### config.mk
export PLATFORM = sky130hd
export DESIGN_NAME = usec_chain_timer
export DESIGN_NICKNAME = d
export VERILOG_FILES = /design/src/rtl/uct_pkg.sv /design/src/rtl/uct_regs.sv /design/src/rtl/uct_stage.sv /design/src/rtl/uct_irq.sv /design/src/rtl/usec_chain_timer.sv
export SDC_FILE = /design/constraint.sdc
export NUM_CORES = 1
export LEC_CHECK = 0
export BUFFER_PORTS_ARGS = -buffer_cell sky130_fd_sc_hd__buf_2
export CORE_ASPECT_RATIO = 1.4
export CORE_MARGIN = 5
export CORE_UTILIZATION = 34
export DETAILED_ROUTE_END_ITERATION = 10
export GPL_TIMING_DRIVEN = 0
export PLACE_DENSITY = 0.56
export SLEW_MARGIN = 25
export SYNTH_ARGS = -nofsm -noshare
export SYNTH_HDL_FRONTEND = slang
export SYNTH_SLANG_ARGS = --single-unit
### constraint.sdc
create_clock -name clk -period 3.37 [get_ports clk]
set_input_delay 0.337 -clock clk [delete_from_list [all_inputs] [get_ports clk]]
set_output_delay 0.337 -clock clk [all_outputs]
set_load 0.03 [all_outputs]
### src/rtl/uct_pkg.sv
package uct_pkg;

    localparam int unsigned LO_W_DEF  = 24;
    localparam int unsigned HI_W_DEF  = 32;
    localparam int unsigned NSRC_DEF  = 4;

    // register codes on wr_reg_i
    typedef enum logic [1:0] {
        REG_CTRL = 2'd0,
        REG_SET  = 2'd1,
        REG_SRC  = 2'd2,
        REG_STAT = 2'd3
    } reg_sel_e;

    // control word bit positions
    localparam int unsigned BIT_EN     = 0;
    localparam int unsigned BIT_RELOAD = 1;
    localparam int unsigned BIT_CHAIN  = 3;
    localparam int unsigned BIT_CLR    = 0;

    localparam logic STAGE_LO = 1'b0;
    localparam logic STAGE_HI = 1'b1;

    function automatic logic reg_hit(input logic en, input logic stage,
                                     input reg_sel_e code,
                                     input logic want_stage,
                                     input reg_sel_e want_code);
        return en && (stage == want_stage) && (code == want_code);
    endfunction

endpackage

### src/rtl/uct_regs.sv
module uct_regs
    import uct_pkg::*;
#(
    parameter int unsigned LO_W  = LO_W_DEF,
    parameter int unsigned HI_W  = HI_W_DEF,
    parameter int unsigned NSRC  = NSRC_DEF,
    localparam int unsigned SEL_W = (NSRC > 1) ? $clog2(NSRC) : 1
) (
    input  logic             clk,
    input  logic             rst,
    input  logic             wr_en_i,
    input  logic             wr_stage_i,
    input  logic [1:0]       wr_reg_i,
    input  logic [HI_W-1:0]  wr_data_i,
    output logic             lo_en_o,
    output logic             lo_chain_o,
    output logic             lo_rst_o,
    output logic [LO_W-1:0]  lo_set_o,
    output logic [SEL_W-1:0] lo_src_o,
    output logic             hi_en_o,
    output logic             hi_rst_o,
    output logic [HI_W-1:0]  hi_set_o,
    output logic [SEL_W-1:0] hi_src_o,
    output logic             stat_clr_o
);

    reg_sel_e code;
    assign code = reg_sel_e'(wr_reg_i);

    logic lo_ctrl_wr, hi_ctrl_wr, lo_set_wr, hi_set_wr, lo_src_wr, hi_src_wr;
    assign lo_ctrl_wr = reg_hit(wr_en_i, wr_stage_i, code, STAGE_LO, REG_CTRL);
    assign hi_ctrl_wr = reg_hit(wr_en_i, wr_stage_i, code, STAGE_HI, REG_CTRL);
    assign lo_set_wr  = reg_hit(wr_en_i, wr_stage_i, code, STAGE_LO, REG_SET);
    assign hi_set_wr  = reg_hit(wr_en_i, wr_stage_i, code, STAGE_HI, REG_SET);
    assign lo_src_wr  = reg_hit(wr_en_i, wr_stage_i, code, STAGE_LO, REG_SRC);
    assign hi_src_wr  = reg_hit(wr_en_i, wr_stage_i, code, STAGE_HI, REG_SRC);

    always_ff @(posedge clk) begin
        if (rst) begin
            lo_en_o    <= 1'b0;
            lo_chain_o <= 1'b0;
            lo_rst_o   <= 1'b0;
            lo_set_o   <= '0;
            lo_src_o   <= '0;
            hi_en_o    <= 1'b0;
            hi_rst_o   <= 1'b0;
            hi_set_o   <= '0;
            hi_src_o   <= '0;
        end else begin
            lo_rst_o <= 1'b0;
            hi_rst_o <= 1'b0;
            if (lo_ctrl_wr) begin
                lo_en_o    <= wr_data_i[BIT_EN];
                lo_chain_o <= wr_data_i[BIT_CHAIN];
                lo_rst_o   <= wr_data_i[BIT_RELOAD];
            end
            if (hi_ctrl_wr) begin
                hi_en_o  <= wr_data_i[BIT_EN];
                hi_rst_o <= wr_data_i[BIT_RELOAD];
            end
            if (lo_set_wr) lo_set_o <= wr_data_i[LO_W-1:0];
            if (hi_set_wr) hi_set_o <= wr_data_i;
            if (lo_src_wr) lo_src_o <= wr_data_i[SEL_W-1:0];
            if (hi_src_wr) hi_src_o <= wr_data_i[SEL_W-1:0];
        end
    end

    assign stat_clr_o = reg_hit(wr_en_i, wr_stage_i, code, STAGE_HI, REG_STAT)
                        && wr_data_i[BIT_CLR];

    // reload strobe lasts one cycle unless rewritten
    a_r6_strobe_clears: assert property (@(posedge clk) disable iff (rst)
        (lo_rst_o && !lo_ctrl_wr) |=> !lo_rst_o);

endmodule

### src/rtl/uct_stage.sv
module uct_stage
    import uct_pkg::*;
#(
    parameter int unsigned W     = HI_W_DEF,
    parameter int unsigned NSRC  = NSRC_DEF,
    localparam int unsigned SEL_W = (NSRC > 1) ? $clog2(NSRC) : 1
) (
    input  logic             clk,
    input  logic             rst,
    input  logic [NSRC-1:0]  src_i,
    input  logic [SEL_W-1:0] sel_i,
    input  logic             en_i,
    input  logic             chain_i,
    input  logic             chain_step_i,
    input  logic             reload_i,
    input  logic [W-1:0]     set_i,
    output logic [W-1:0]     cnt_o,
    output logic             event_o
);

    logic tick;
    generate
        if (NSRC > 1) begin : g_sel
            assign tick = src_i[sel_i];
        end else begin : g_single
            logic unused_sel;
            assign unused_sel = ^sel_i;
            assign tick = src_i[0];
        end
    endgenerate

    logic step;
    logic at_zero;
    logic [W-1:0] cnt_q;

    assign step    = en_i && (chain_i ? chain_step_i : tick);
    assign at_zero = (cnt_q == '0);
    assign event_o = step && at_zero && !reload_i;
    assign cnt_o   = cnt_q;

    always_ff @(posedge clk) begin
        if (rst) begin
            cnt_q <= '0;
        end else if (reload_i) begin
            cnt_q <= set_i;
        end else if (step) begin
            cnt_q <= at_zero ? set_i : cnt_q - 1'b1;
        end
    end

    // no step and no reload means the count holds
    a_r8_hold_idle: assert property (@(posedge clk) disable iff (rst)
        (!reload_i && !step) |=> $stable(cnt_q));

    // a reload loads the setting seen at that edge
    a_r6_reload_value: assert property (@(posedge clk) disable iff (rst)
        reload_i |=> (cnt_q == $past(set_i)));

    // terminal count reloads the setting
    a_r2_wrap_to_set: assert property (@(posedge clk) disable iff (rst)
        event_o |=> (cnt_q == $past(set_i)));

endmodule

### src/rtl/uct_irq.sv
module uct_irq (
    input  logic clk,
    input  logic rst,
    input  logic event_i,
    input  logic clr_i,
    output logic pulse_o,
    output logic status_o
);

    always_ff @(posedge clk) begin
        if (rst) begin
            pulse_o  <= 1'b0;
            status_o <= 1'b0;
        end else begin
            pulse_o  <= event_i;
            status_o <= (status_o && !clr_i) || event_i;
        end
    end

    // a terminal count wins over a clear in the same cycle
    a_r7_set_wins: assert property (@(posedge clk) disable iff (rst)
        event_i |=> status_o);

    // a clear with no competing event empties the status
    a_r7_clear_works: assert property (@(posedge clk) disable iff (rst)
        (clr_i && !event_i) |=> !status_o);

    // the pulse is always reflected in the status
    a_r7_pulse_in_status: assert property (@(posedge clk) disable iff (rst)
        pulse_o |-> status_o);

endmodule

### src/rtl/usec_chain_timer.sv
module usec_chain_timer
    import uct_pkg::*;
#(
    parameter int unsigned LO_W  = LO_W_DEF,
    parameter int unsigned HI_W  = HI_W_DEF,
    parameter int unsigned NSRC  = NSRC_DEF,
    localparam int unsigned SEL_W = (NSRC > 1) ? $clog2(NSRC) : 1
) (
    input  logic            clk,
    input  logic            rst,
    input  logic [NSRC-1:0] src_tick_i,
    input  logic            wr_en_i,
    input  logic            wr_stage_i,
    input  logic [1:0]      wr_reg_i,
    input  logic [HI_W-1:0] wr_data_i,
    output logic [LO_W-1:0] low_obs_o,
    output logic [HI_W-1:0] high_obs_o,
    output logic            low_tc_o,
    output logic            irq_pulse_o,
    output logic            irq_status_o
);

    logic             lo_en, lo_chain, lo_rst, hi_en, hi_rst, stat_clr;
    logic [LO_W-1:0]  lo_set, lo_cnt;
    logic [HI_W-1:0]  hi_set, hi_cnt;
    logic [SEL_W-1:0] lo_src, hi_src;
    logic             lo_event, hi_event, hi_reload;

    uct_regs #(.LO_W(LO_W), .HI_W(HI_W), .NSRC(NSRC)) u_regs (
        .clk        (clk),
        .rst        (rst),
        .wr_en_i    (wr_en_i),
        .wr_stage_i (wr_stage_i),
        .wr_reg_i   (wr_reg_i),
        .wr_data_i  (wr_data_i),
        .lo_en_o    (lo_en),
        .lo_chain_o (lo_chain),
        .lo_rst_o   (lo_rst),
        .lo_set_o   (lo_set),
        .lo_src_o   (lo_src),
        .hi_en_o    (hi_en),
        .hi_rst_o   (hi_rst),
        .hi_set_o   (hi_set),
        .hi_src_o   (hi_src),
        .stat_clr_o (stat_clr)
    );

    uct_stage #(.W(LO_W), .NSRC(NSRC)) u_low (
        .clk          (clk),
        .rst          (rst),
        .src_i        (src_tick_i),
        .sel_i        (lo_src),
        .en_i         (lo_en),
        .chain_i      (1'b0),
        .chain_step_i (1'b0),
        .reload_i     (lo_rst),
        .set_i        (lo_set),
        .cnt_o        (lo_cnt),
        .event_o      (lo_event)
    );

    // low reload also restarts the high stage while chained
    assign hi_reload = hi_rst || (lo_rst && lo_chain);

    uct_stage #(.W(HI_W), .NSRC(NSRC)) u_high (
        .clk          (clk),
        .rst          (rst),
        .src_i        (src_tick_i),
        .sel_i        (hi_src),
        .en_i         (hi_en),
        .chain_i      (lo_chain),
        .chain_step_i (lo_event),
        .reload_i     (hi_reload),
        .set_i        (hi_set),
        .cnt_o        (hi_cnt),
        .event_o      (hi_event)
    );

    uct_irq u_irq (
        .clk      (clk),
        .rst      (rst),
        .event_i  (hi_event),
        .clr_i    (stat_clr),
        .pulse_o  (irq_pulse_o),
        .status_o (irq_status_o)
    );

    always_ff @(posedge clk) begin
        if (rst) low_tc_o <= 1'b0;
        else     low_tc_o <= lo_event;
    end

    assign low_obs_o  = lo_chain ? lo_set : lo_cnt;
    assign high_obs_o = lo_chain ? ~hi_cnt : hi_cnt;

    // a chained step with no wrap raises the reading by one
    a_r4_count_up: assert property (@(posedge clk) disable iff (rst)
        (lo_chain && hi_en && lo_event && !hi_reload && (hi_cnt != '0) && !wr_en_i)
        |=> (high_obs_o == $past(high_obs_o) + 1'b1));

    // a chained wrap shows the inverse of the setting
    a_r5_wrap_value: assert property (@(posedge clk) disable iff (rst)
        (lo_chain && hi_event && !wr_en_i) |=> (high_obs_o == ~$past(hi_set)));

    // low terminal count is reported on the next cycle
    a_r2_low_tc: assert property (@(posedge clk) disable iff (rst)
        lo_event |=> low_tc_o);

endmodule

==> results of run 1 <==
per-stage QoR:
| stage | hold slack (ps) | power [mW] |
|---|---|---|
| final | 160 | 4.61 |
| after global placement | 445 | 2.71 |
| after global routing | 159 | 4.79 |
| after CTS | 149 | 4.59 |
| after floorplan | 415 | 2.35 |
| after detailed placement | 452 | 2.72 |
synthesized netlist by cell type (3+ instances only):
master	number
sky130_fd_sc_hd__mux2_2	20
sky130_fd_sc_hd__a2bb2oi_1	6
sky130_fd_sc_hd__and2_1	9
sky130_fd_sc_hd__nand2_1	151
sky130_fd_sc_hd__o41ai_1	3
sky130_fd_sc_hd__o31ai_1	7
sky130_fd_sc_hd__xor2_1	32
sky130_fd_sc_hd__or3_1	7
sky130_fd_sc_hd__a32o_1	8
sky130_fd_sc_hd__a41oi_1	3
sky130_fd_sc_hd__mux2i_1	13
sky130_fd_sc_hd__a21o_1	4
sky130_fd_sc_hd__a22oi_1	6
sky130_fd_sc_hd__buf_1	6
sky130_fd_sc_hd__o22ai_1	7
sky130_fd_sc_hd__nor3_1	36
sky130_fd_sc_hd__or4_1	7
sky130_fd_sc_hd__and4_1	3
sky130_fd_sc_hd__o211ai_1	6
sky130_fd_sc_hd__clkbuf_1	58
sky130_fd_sc_hd__nand4_1	5
sky130_fd_sc_hd__a31oi_1	6
sky130_fd_sc_hd__nand3_1	21
sky130_fd_sc_hd__and3_1	3
sky130_fd_sc_hd__nand2b_1	7
sky130_fd_sc_hd__o32ai_1	9
sky130_fd_sc_hd__buf_2	6
sky130_fd_sc_hd__nor2_1	51
sky130_fd_sc_hd__ha_1	4
sky130_fd_sc_hd__o21ai_0	55
sky130_fd_sc_hd__a211oi_1	11
sky130_fd_sc_hd__nor4_1	24
sky130_fd_sc_hd__inv_1	16
sky130_fd_sc_hd__dfxtp_1	124
sky130_fd_sc_hd__a21oi_1	103
sky130_fd_sc_hd__or2_2	6
registers in the layout (all words and copies together) (netlist names):
name,cells
u_high.cnt_o,32
u_regs.hi_set_o,32
u_low.cnt_o,24
u_regs.lo_set_o,24
u_regs.hi_src_o,2
u_regs.lo_src_o,2
low_tc_o,1
u_irq.pulse_o,1
u_irq.status_o,1
u_regs.hi_en_o,1
u_regs.hi_rst_o,1
u_regs.lo_chain_o,1
u_regs.lo_en_o,1
u_regs.lo_rst_o,1
layout make-up:
class | instances | area share
inverter | 16 | 0.00732
clock inverter | 11 | 0.0175
sequential | 124 | 0.302
timing repair buffer | 100 | 0.0610
clock buffer | 20 | 0.0556
buffer | 72 | 0.0361
multi-input combinational | 667 | 0.482
tap | 252 | 0.0384
power by group through the flow:
stage	combinational, mW	clock [mW]	sequential, mW
detailed placement	1.15	0	1.56
CTS	1.16	1.90	1.53
global placement	1.15	0	1.56
floorplan	0.797	0	1.55
global route	1.29	1.97	1.53
finish	1.19	1.88	1.53
placed cells by master, fill, tap and decap left out, types with 6 or more instances in the layout:
master / n
sky130_fd_sc_hd__a211oi_1: 11
sky130_fd_sc_hd__a21oi_1: 103
sky130_fd_sc_hd__a22oi_1: 6
sky130_fd_sc_hd__a2bb2oi_1: 6
sky130_fd_sc_hd__a31oi_1: 6
sky130_fd_sc_hd__a32o_1: 8
sky130_fd_sc_hd__and2_1: 9
sky130_fd_sc_hd__buf_1: 6
sky130_fd_sc_hd__buf_2: 104
sky130_fd_sc_hd__clkbuf_1: 57
sky130_fd_sc_hd__clkbuf_16: 17
sky130_fd_sc_hd__dfxtp_1: 124
sky130_fd_sc_hd__inv_1: 16
sky130_fd_sc_hd__mux2_2: 20
sky130_fd_sc_hd__mux2i_1: 13
sky130_fd_sc_hd__nand2_1: 151
sky130_fd_sc_hd__nand2b_1: 7
sky130_fd_sc_hd__nand3_1: 21
sky130_fd_sc_hd__nor2_1: 50
sky130_fd_sc_hd__nor3_1: 36
sky130_fd_sc_hd__nor4_1: 22
sky130_fd_sc_hd__o211ai_1: 6
sky130_fd_sc_hd__o21ai_0: 55
sky130_fd_sc_hd__o22ai_1: 7
sky130_fd_sc_hd__o31ai_1: 7
sky130_fd_sc_hd__o32ai_1: 9
sky130_fd_sc_hd__or2_2: 6
sky130_fd_sc_hd__or3_1: 7
sky130_fd_sc_hd__or4_1: 7
sky130_fd_sc_hd__xor2_1: 32
per-layer routing:
metal | up-vias | share of wire | track usage
li1 | 3403 | - | -
met1 | 3307 | 0.39 | 0.249
met2 | 276 | 0.52 | 0.388
met3 | 81 | 0.056 | 0.0411
met4 | 0 | 0.040 | 0.0976
met5 | - | 0 | 0
final timing paths:
check / start / to / cells past startpoint
max reg2reg: u_low.cnt_o[16]$_SDFFE_PP0P_ / u_high.cnt_o[26]$_SDFFE_PP0P_ / 9
max: u_low.cnt_o[16]$_SDFFE_PP0P_ / u_high.cnt_o[26]$_SDFFE_PP0P_ / 9
min: wr_data_i[30] / u_regs.hi_set_o[30]$_SDFFE_PP0P_ / 3
min reg2reg: u_regs.lo_set_o[12]$_SDFFE_PP0P_ / u_regs.lo_set_o[12]$_SDFFE_PP0P_ / 2
timing repair:
action	4_1_cts	5_1_grt
setup buffers	0	0
resized for setup	1	9
setup endpoints to repair	30	46
cell families after synthesis:
| family | Yosys count |
|---|---|
| and+or+nand+nor | 345 |
| muxes | 35 |
| xor gates and xnor gates | 32 |
| buffers and inverters | 88 |
| adders and majority gates | 4 |
| AOI/OAI and AO/OA | 251 |
| DFF | 124 |
worst register-to-register path, stage by stage, from the launching register on:
cell and delay [ps]:
sky130_fd_sc_hd__dfxtp_1 290, sky130_fd_sc_hd__clkbuf_1 190, sky130_fd_sc_hd__or4_1 650, sky130_fd_sc_hd__or4_1 540, sky130_fd_sc_hd__nor4_4 390, sky130_fd_sc_hd__or2_2 170, sky130_fd_sc_hd__buf_2 240, sky130_fd_sc_hd__clkbuf_4 300
sky130_fd_sc_hd__o21ai_0 110, sky130_fd_sc_hd__a32o_1 270
==> flow_metrics.tcl, run 1 <==
set metrics [dict create \
    result_of_the_run "finished clean" \
    grt_pass1_vias 6915 \
    power.share.switching 0.330 \
    period_share 0.967 \
    post-route-min-period_ps 3260 \
    power_frac_clock 0.409 \
    total_switching_power_mw 1.52 \
    worst_slew_margin_rel 0.363 \
    final_cell_area_um2 8210 \
    worst-path-buf-inv 3 \
    grt.overflow.total 0 \
    clk_pin_slew_worst_paths_ps 60 \
    avgViaCountPerCell 5.60 \
    crit_family "simple AND/OR/NAND/NOR gates" \
    worst_vdd_drop_v 0.000244 \
    grt_pass1_wl_mm 38.4 \
    nFillCells 2096 \
    grt_antenna_before_repair 0 \
    number_of_buffers_inserted_by_port_buffering 100 \
    synth_simple_gate_area_share 0.242 \
    track_usage 0.218 \
    worst_hold_path_type "input port to flop" \
    drt_iter0_drc 588 \
    seq_area_frac_synth 0.368 \
    dieWidth_um 129 \
    comb_power_share 0.259 \
    max_cap_violations 0 \
    critical_path.cell_chain "clkbuf_1 > or4_1 > or4_1 > nor4_4 > or2_2 > buf_2 > clkbuf_4 > o21ai_0 > a32o_1" \
    first_pass_iters 5 \
    initial_utilization 0.343 \
    floorplan.die_area_um2 22800 \
    worst_pin_slew_ps 955 \
    netlist.area_leader.share 0.368 \
    dpl-instance-area_um2 7570 \
    synthMuxAreaShare 0.0593 \
    slew_viol_final 0 \
    post_synth_xor_area_fraction 0.0415 \
    fin_cells 1262 \
    pwr_density_cell_nw_per_um2 561 \
    detailed_place_hpwl_mm 18.8 \
    cts_max_path_buffers 2 \
    synth-edff-count 0 \
    antennaDiodeCount 0 \
    die_height_um 177 \
    yosys_reg_bits 124 \
    kind_of_end_point_of_the_critical_path "flop" \
    ant_nets 0 \
    tritoncts "done" \
    post_drt_wl_per_cell_um 19.8 \
    gp_congestion 0.929 \
    timing.setup.tns_ps 0 \
    yosys_warnings 0 \
    sequentialPowerShare 0.332 \
    postSynthCellCount 879 \
    p_leak_nw 3.38 \
    route.detailed.drc 0 \
    postRouteWirelength_mm 25.0 \
    cts_hold_buffers 0 \
    power.internal_mw 3.09 \
    multi_input_comb_area_um2 3950 \
    syn2layout_area_growth_pct 21.6 \
    share_of_flip_flops_with_an_asynchronous_set_or_reset_after_synthesis 0 \
    fin_skew_ps 8.61 \
    synth_compound_area_frac 0.230 \
    post-place-cells 1231 \
    worst-r2r-setup-slack_ps 110 \
    criticalPathCategory "flop to flop" \
    layout-drive-gt1-share 0.182 \
    synth.avg_cell_area_um2 7.68 \
    post-route-util 0.417 \
    post_synth_main_area_contributors "sky130_fd_sc_hd__dfxtp_1, sky130_fd_sc_hd__nand2_1, sky130_fd_sc_hd__a21oi_1" \
    post_synth_fa_ha_maj_area_fraction 0.00741 \
    unrepaired_setup_endpoints_after_global_routing "no" \
    max_freq_mhz 307 \
    most_frequently_used_flop_master_after_synthesis "sky130_fd_sc_hd__dfxtp_1" \
    pre_cts_slack_ps -109 \
    synth_area_leader_cell "sky130_fd_sc_hd__dfxtp_1" \
    worst_slack_ps 112 \
    maximum_number_of_pins_on_one_net_before_global_route_repair 17 \
    io_pins 101 \
    slowest_stage "sky130_fd_sc_hd__or4_1" \
    tritoncts_num_sinks 124 \
    cp.required_ps 3690 \
    critPathArrivalTime_ps 3570 \
    syn_nets 925 \
    synth_top_family_by_area "simple AND/OR/NAND/NOR gates" \
    num_vias 7067 \
    worstPathMaxFanout 10 \
    final-setup-viol-count 0 \
    htreeDepth 4 \
    cts_made_buffers 17 \
    clockRootBuffer "sky130_fd_sc_hd__clkbuf_16" \
    startpoint_type "flop" \
    regArea_um2 2480 \
    core.rowCount 61 \
    worstSkewPairLatency_ps 420 \
    timing.final.hold_violations 0 \
    core_area_um2 19700 \
    ys_types 61 \
    final_net_count 1044 \
    worst_path_largest_cell_delay_ps 650 \
    syn_area_um2 6750 \
    critical-path-top-cell-by-count "sky130_fd_sc_hd__or4_1" \
]
Note: power is estimated with default switching activity, not from simulation.
==> run 2: changes to the inputs <==
--- a/config.mk
+++ b/config.mk
@@ -11,7 +11,7 @@
 export CORE_UTILIZATION = 34
 export DETAILED_ROUTE_END_ITERATION = 10
 export GPL_TIMING_DRIVEN = 0
-export PLACE_DENSITY = 0.56
+export PLACE_DENSITY = 0.52
 export SLEW_MARGIN = 25
 export SYNTH_ARGS = -nofsm -noshare
 export SYNTH_HDL_FRONTEND = slang
==> flow_metrics.tcl, run 2 (synthesis results as in run 1) <==
set metrics [dict create \
    io_pins 101 \
    core.rowCount 61 \
    period_share 0.964 \
    cp.required_ps 3680 \
    totalPowerFinal_mw 4.56 \
    timing.reg2reg.worst_path_depth 9 \
    final-setup-viol-count 0 \
    grt_pass1_vias 6730 \
    fin_skew_ps 12.6 \
    grt.overflow.total 0 \
    worst-r2r-setup-slack_ps 120 \
    clockRootBuffer "sky130_fd_sc_hd__clkbuf_16" \
    post-route-util 0.416 \
    worstPathMaxFanout 10 \
    grt_antenna_before_repair 0 \
    post-route-min-period_ps 3250 \
    result_of_the_run "finished clean" \
    post_drt_wl_per_cell_um 20.1 \
    post-place-cells 1231 \
    core_area_um2 19700 \
    worst_hold_path_cell_count 3 \
    worst_slew_margin_rel 0.346 \
    antennaDiodeCount 0 \
    maximum_number_of_pins_on_one_net_before_global_route_repair 17 \
    timing.rr.end "u_high.cnt_o[26]$_SDFFE_PP0P_" \
    grt_pass1_wl_mm 38.2 \
    htreeDepth 4 \
    hold_ws_ps 155 \
    tritoncts "done" \
    fin_cells 1263 \
    ant_nets 0 \
    critPathArrivalTime_ps 3560 \
    max_freq_mhz 308 \
    worst_vdd_drop_v 0.000288 \
    die_height_um 177 \
    cts_made_buffers 17 \
    worstSkewPairLatency_ps 430 \
    criticalPathCategory "flop to flop" \
    worst_hold_path.endpoint "u_regs.hi_set_o[30]$_SDFFE_PP0P_" \
    final_net_count 1044 \
    unrepaired_setup_endpoints_after_global_routing "no" \
    slew_viol_final 0 \
    cts_max_path_buffers 2 \
    worst_r2r_startpoint "u_low.cnt_o[16]$_SDFFE_PP0P_" \
    layout_commonest_cell "sky130_fd_sc_hd__nand2_1" \
    max_cap_violations 0 \
    dieWidth_um 129 \
    detailed_place_hpwl_mm 19.2 \
    clk_pin_slew_worst_paths_ps 60 \
    num_vias 6946 \
    p_leak_nw 3.37 \
    syn2layout_area_growth_pct 21.4 \
    floorplan.die_area_um2 22800 \
    initial_utilization 0.343 \
    gp_congestion 0.925 \
    worst_hold_path_type "input port to flop" \
    avgViaCountPerCell 5.50 \
    tritoncts_num_sinks 124 \
    track_usage 0.218 \
    route.detailed.drc 0 \
    timing.final.hold_violations 0 \
    startpoint_type "flop" \
    first_pass_iters 5 \
    number_of_buffers_inserted_by_port_buffering 100 \
    pwr_density_cell_nw_per_um2 556 \
    most-common-layout-cells "sky130_fd_sc_hd__nand2_1, sky130_fd_sc_hd__dfxtp_1, sky130_fd_sc_hd__buf_2" \
    layout-drive-gt1-share 0.184 \
    kind_of_end_point_of_the_critical_path "flop" \
    postRouteWirelength_mm 25.3 \
    drt_iter0_drc 424 \
    hold_path_startpoint "wr_data_i[30]" \
    worst_pin_slew_ps 981 \
]
==> run 2: changes by cell type in the layout (fill, tap and decap cells not counted) <==
cell                         previous run  this run
sky130_fd_sc_hd__buf_2                104       105
sky130_fd_sc_hd__bufinv_16              3         2
sky130_fd_sc_hd__clkbuf_4               2         1
sky130_fd_sc_hd__clkbuf_8               2         3
sky130_fd_sc_hd__clkinv_2               3         4
sky130_fd_sc_hd__clkinv_4               1         0
sky130_fd_sc_hd__clkinvlp_4             4         5
sky130_fd_sc_hd__nor4_1                22        21
sky130_fd_sc_hd__nor4_2                 1         2
==> run 2: worst max path at each step <==
stage                                 start                       endpoint  cells past startpoint
2_1_floorplan  u_high.cnt_o[9]$_SDFFE_PP0P_  u_high.cnt_o[14]$_SDFFE_PP0P_                      8
3_3_place_gp   u_low.cnt_o[16]$_SDFFE_PP0P_       u_irq.pulse_o$_SDFF_PP0_                      8
3_5_place_dp   u_low.cnt_o[16]$_SDFFE_PP0P_       u_irq.pulse_o$_SDFF_PP0_                      8
4_1_cts        u_low.cnt_o[16]$_SDFFE_PP0P_   u_high.cnt_o[9]$_SDFFE_PP0P_                      9
5_1_grt        u_low.cnt_o[16]$_SDFFE_PP0P_   u_high.cnt_o[9]$_SDFFE_PP0P_                      9
6_report       u_low.cnt_o[16]$_SDFFE_PP0P_  u_high.cnt_o[26]$_SDFFE_PP0P_                      9
==> run 2: critical path, cell delays in order (launching register included) <==
cell and delay (ps):
sky130_fd_sc_hd__dfxtp_1 290, sky130_fd_sc_hd__clkbuf_1 190, sky130_fd_sc_hd__or4_1 660, sky130_fd_sc_hd__or4_1 550, sky130_fd_sc_hd__nor4_4 370, sky130_fd_sc_hd__or2_2 160, sky130_fd_sc_hd__buf_2 230, sky130_fd_sc_hd__clkbuf_4 280
sky130_fd_sc_hd__o21ai_0 110, sky130_fd_sc_hd__a32o_1 280
==> run 2: cell type report <==
| class | instances | area, um^2 |
|---|---|---|
| multi-input cells | 667 | 3960 |
| clock inverters | 11 | 118 |
| fillers | 2107 | 11500 |
| well taps | 252 | 315 |
| flip-flops and latches | 124 | 2480 |
| repair buffers | 100 | 500 |
| plain buffers | 72 | 294 |
| inverters | 16 | 60.1 |
| clock buffers | 21 | 470 |
==> run 2: routing by layer <==
metal	global-route usage	vias to the layer above	wire length, um
met5	0	-	0
met4	0.0972	0	1030
met3	0.0396	63	976
met2	0.393	196	13300
met1	0.247	3280	10100
li1	-	3407	-
==> run 2: power breakdown <==
group	total [mW]	switching (mW)	internal [mW]	leakage, nW
logic	1.19	0.799	0.392	2.09
clock network	1.83	0.693	1.14	0.277
registers	1.53	0.0326	1.50	1.00
total	4.56	1.52	3.03	3.37
==> run 2: what timing repair did <==
action,in CTS,in global routing
setup endpoints to repair,32,44
gates resized for setup,2,8
hold buffers,0,0
setup buffers,0,0
cloned,0,0
==> run 2: per-stage QoR <==
step	setup WS [ps]	area (um^2)	setup TNS, ps
after floorplan	595	6750	0
after global placement	-233	7570	-3010
after detailed placement	-200	7570	-2390
after CTS	24.7	8170	0
after global routing	1.98	8200	0
final	123	8200	0
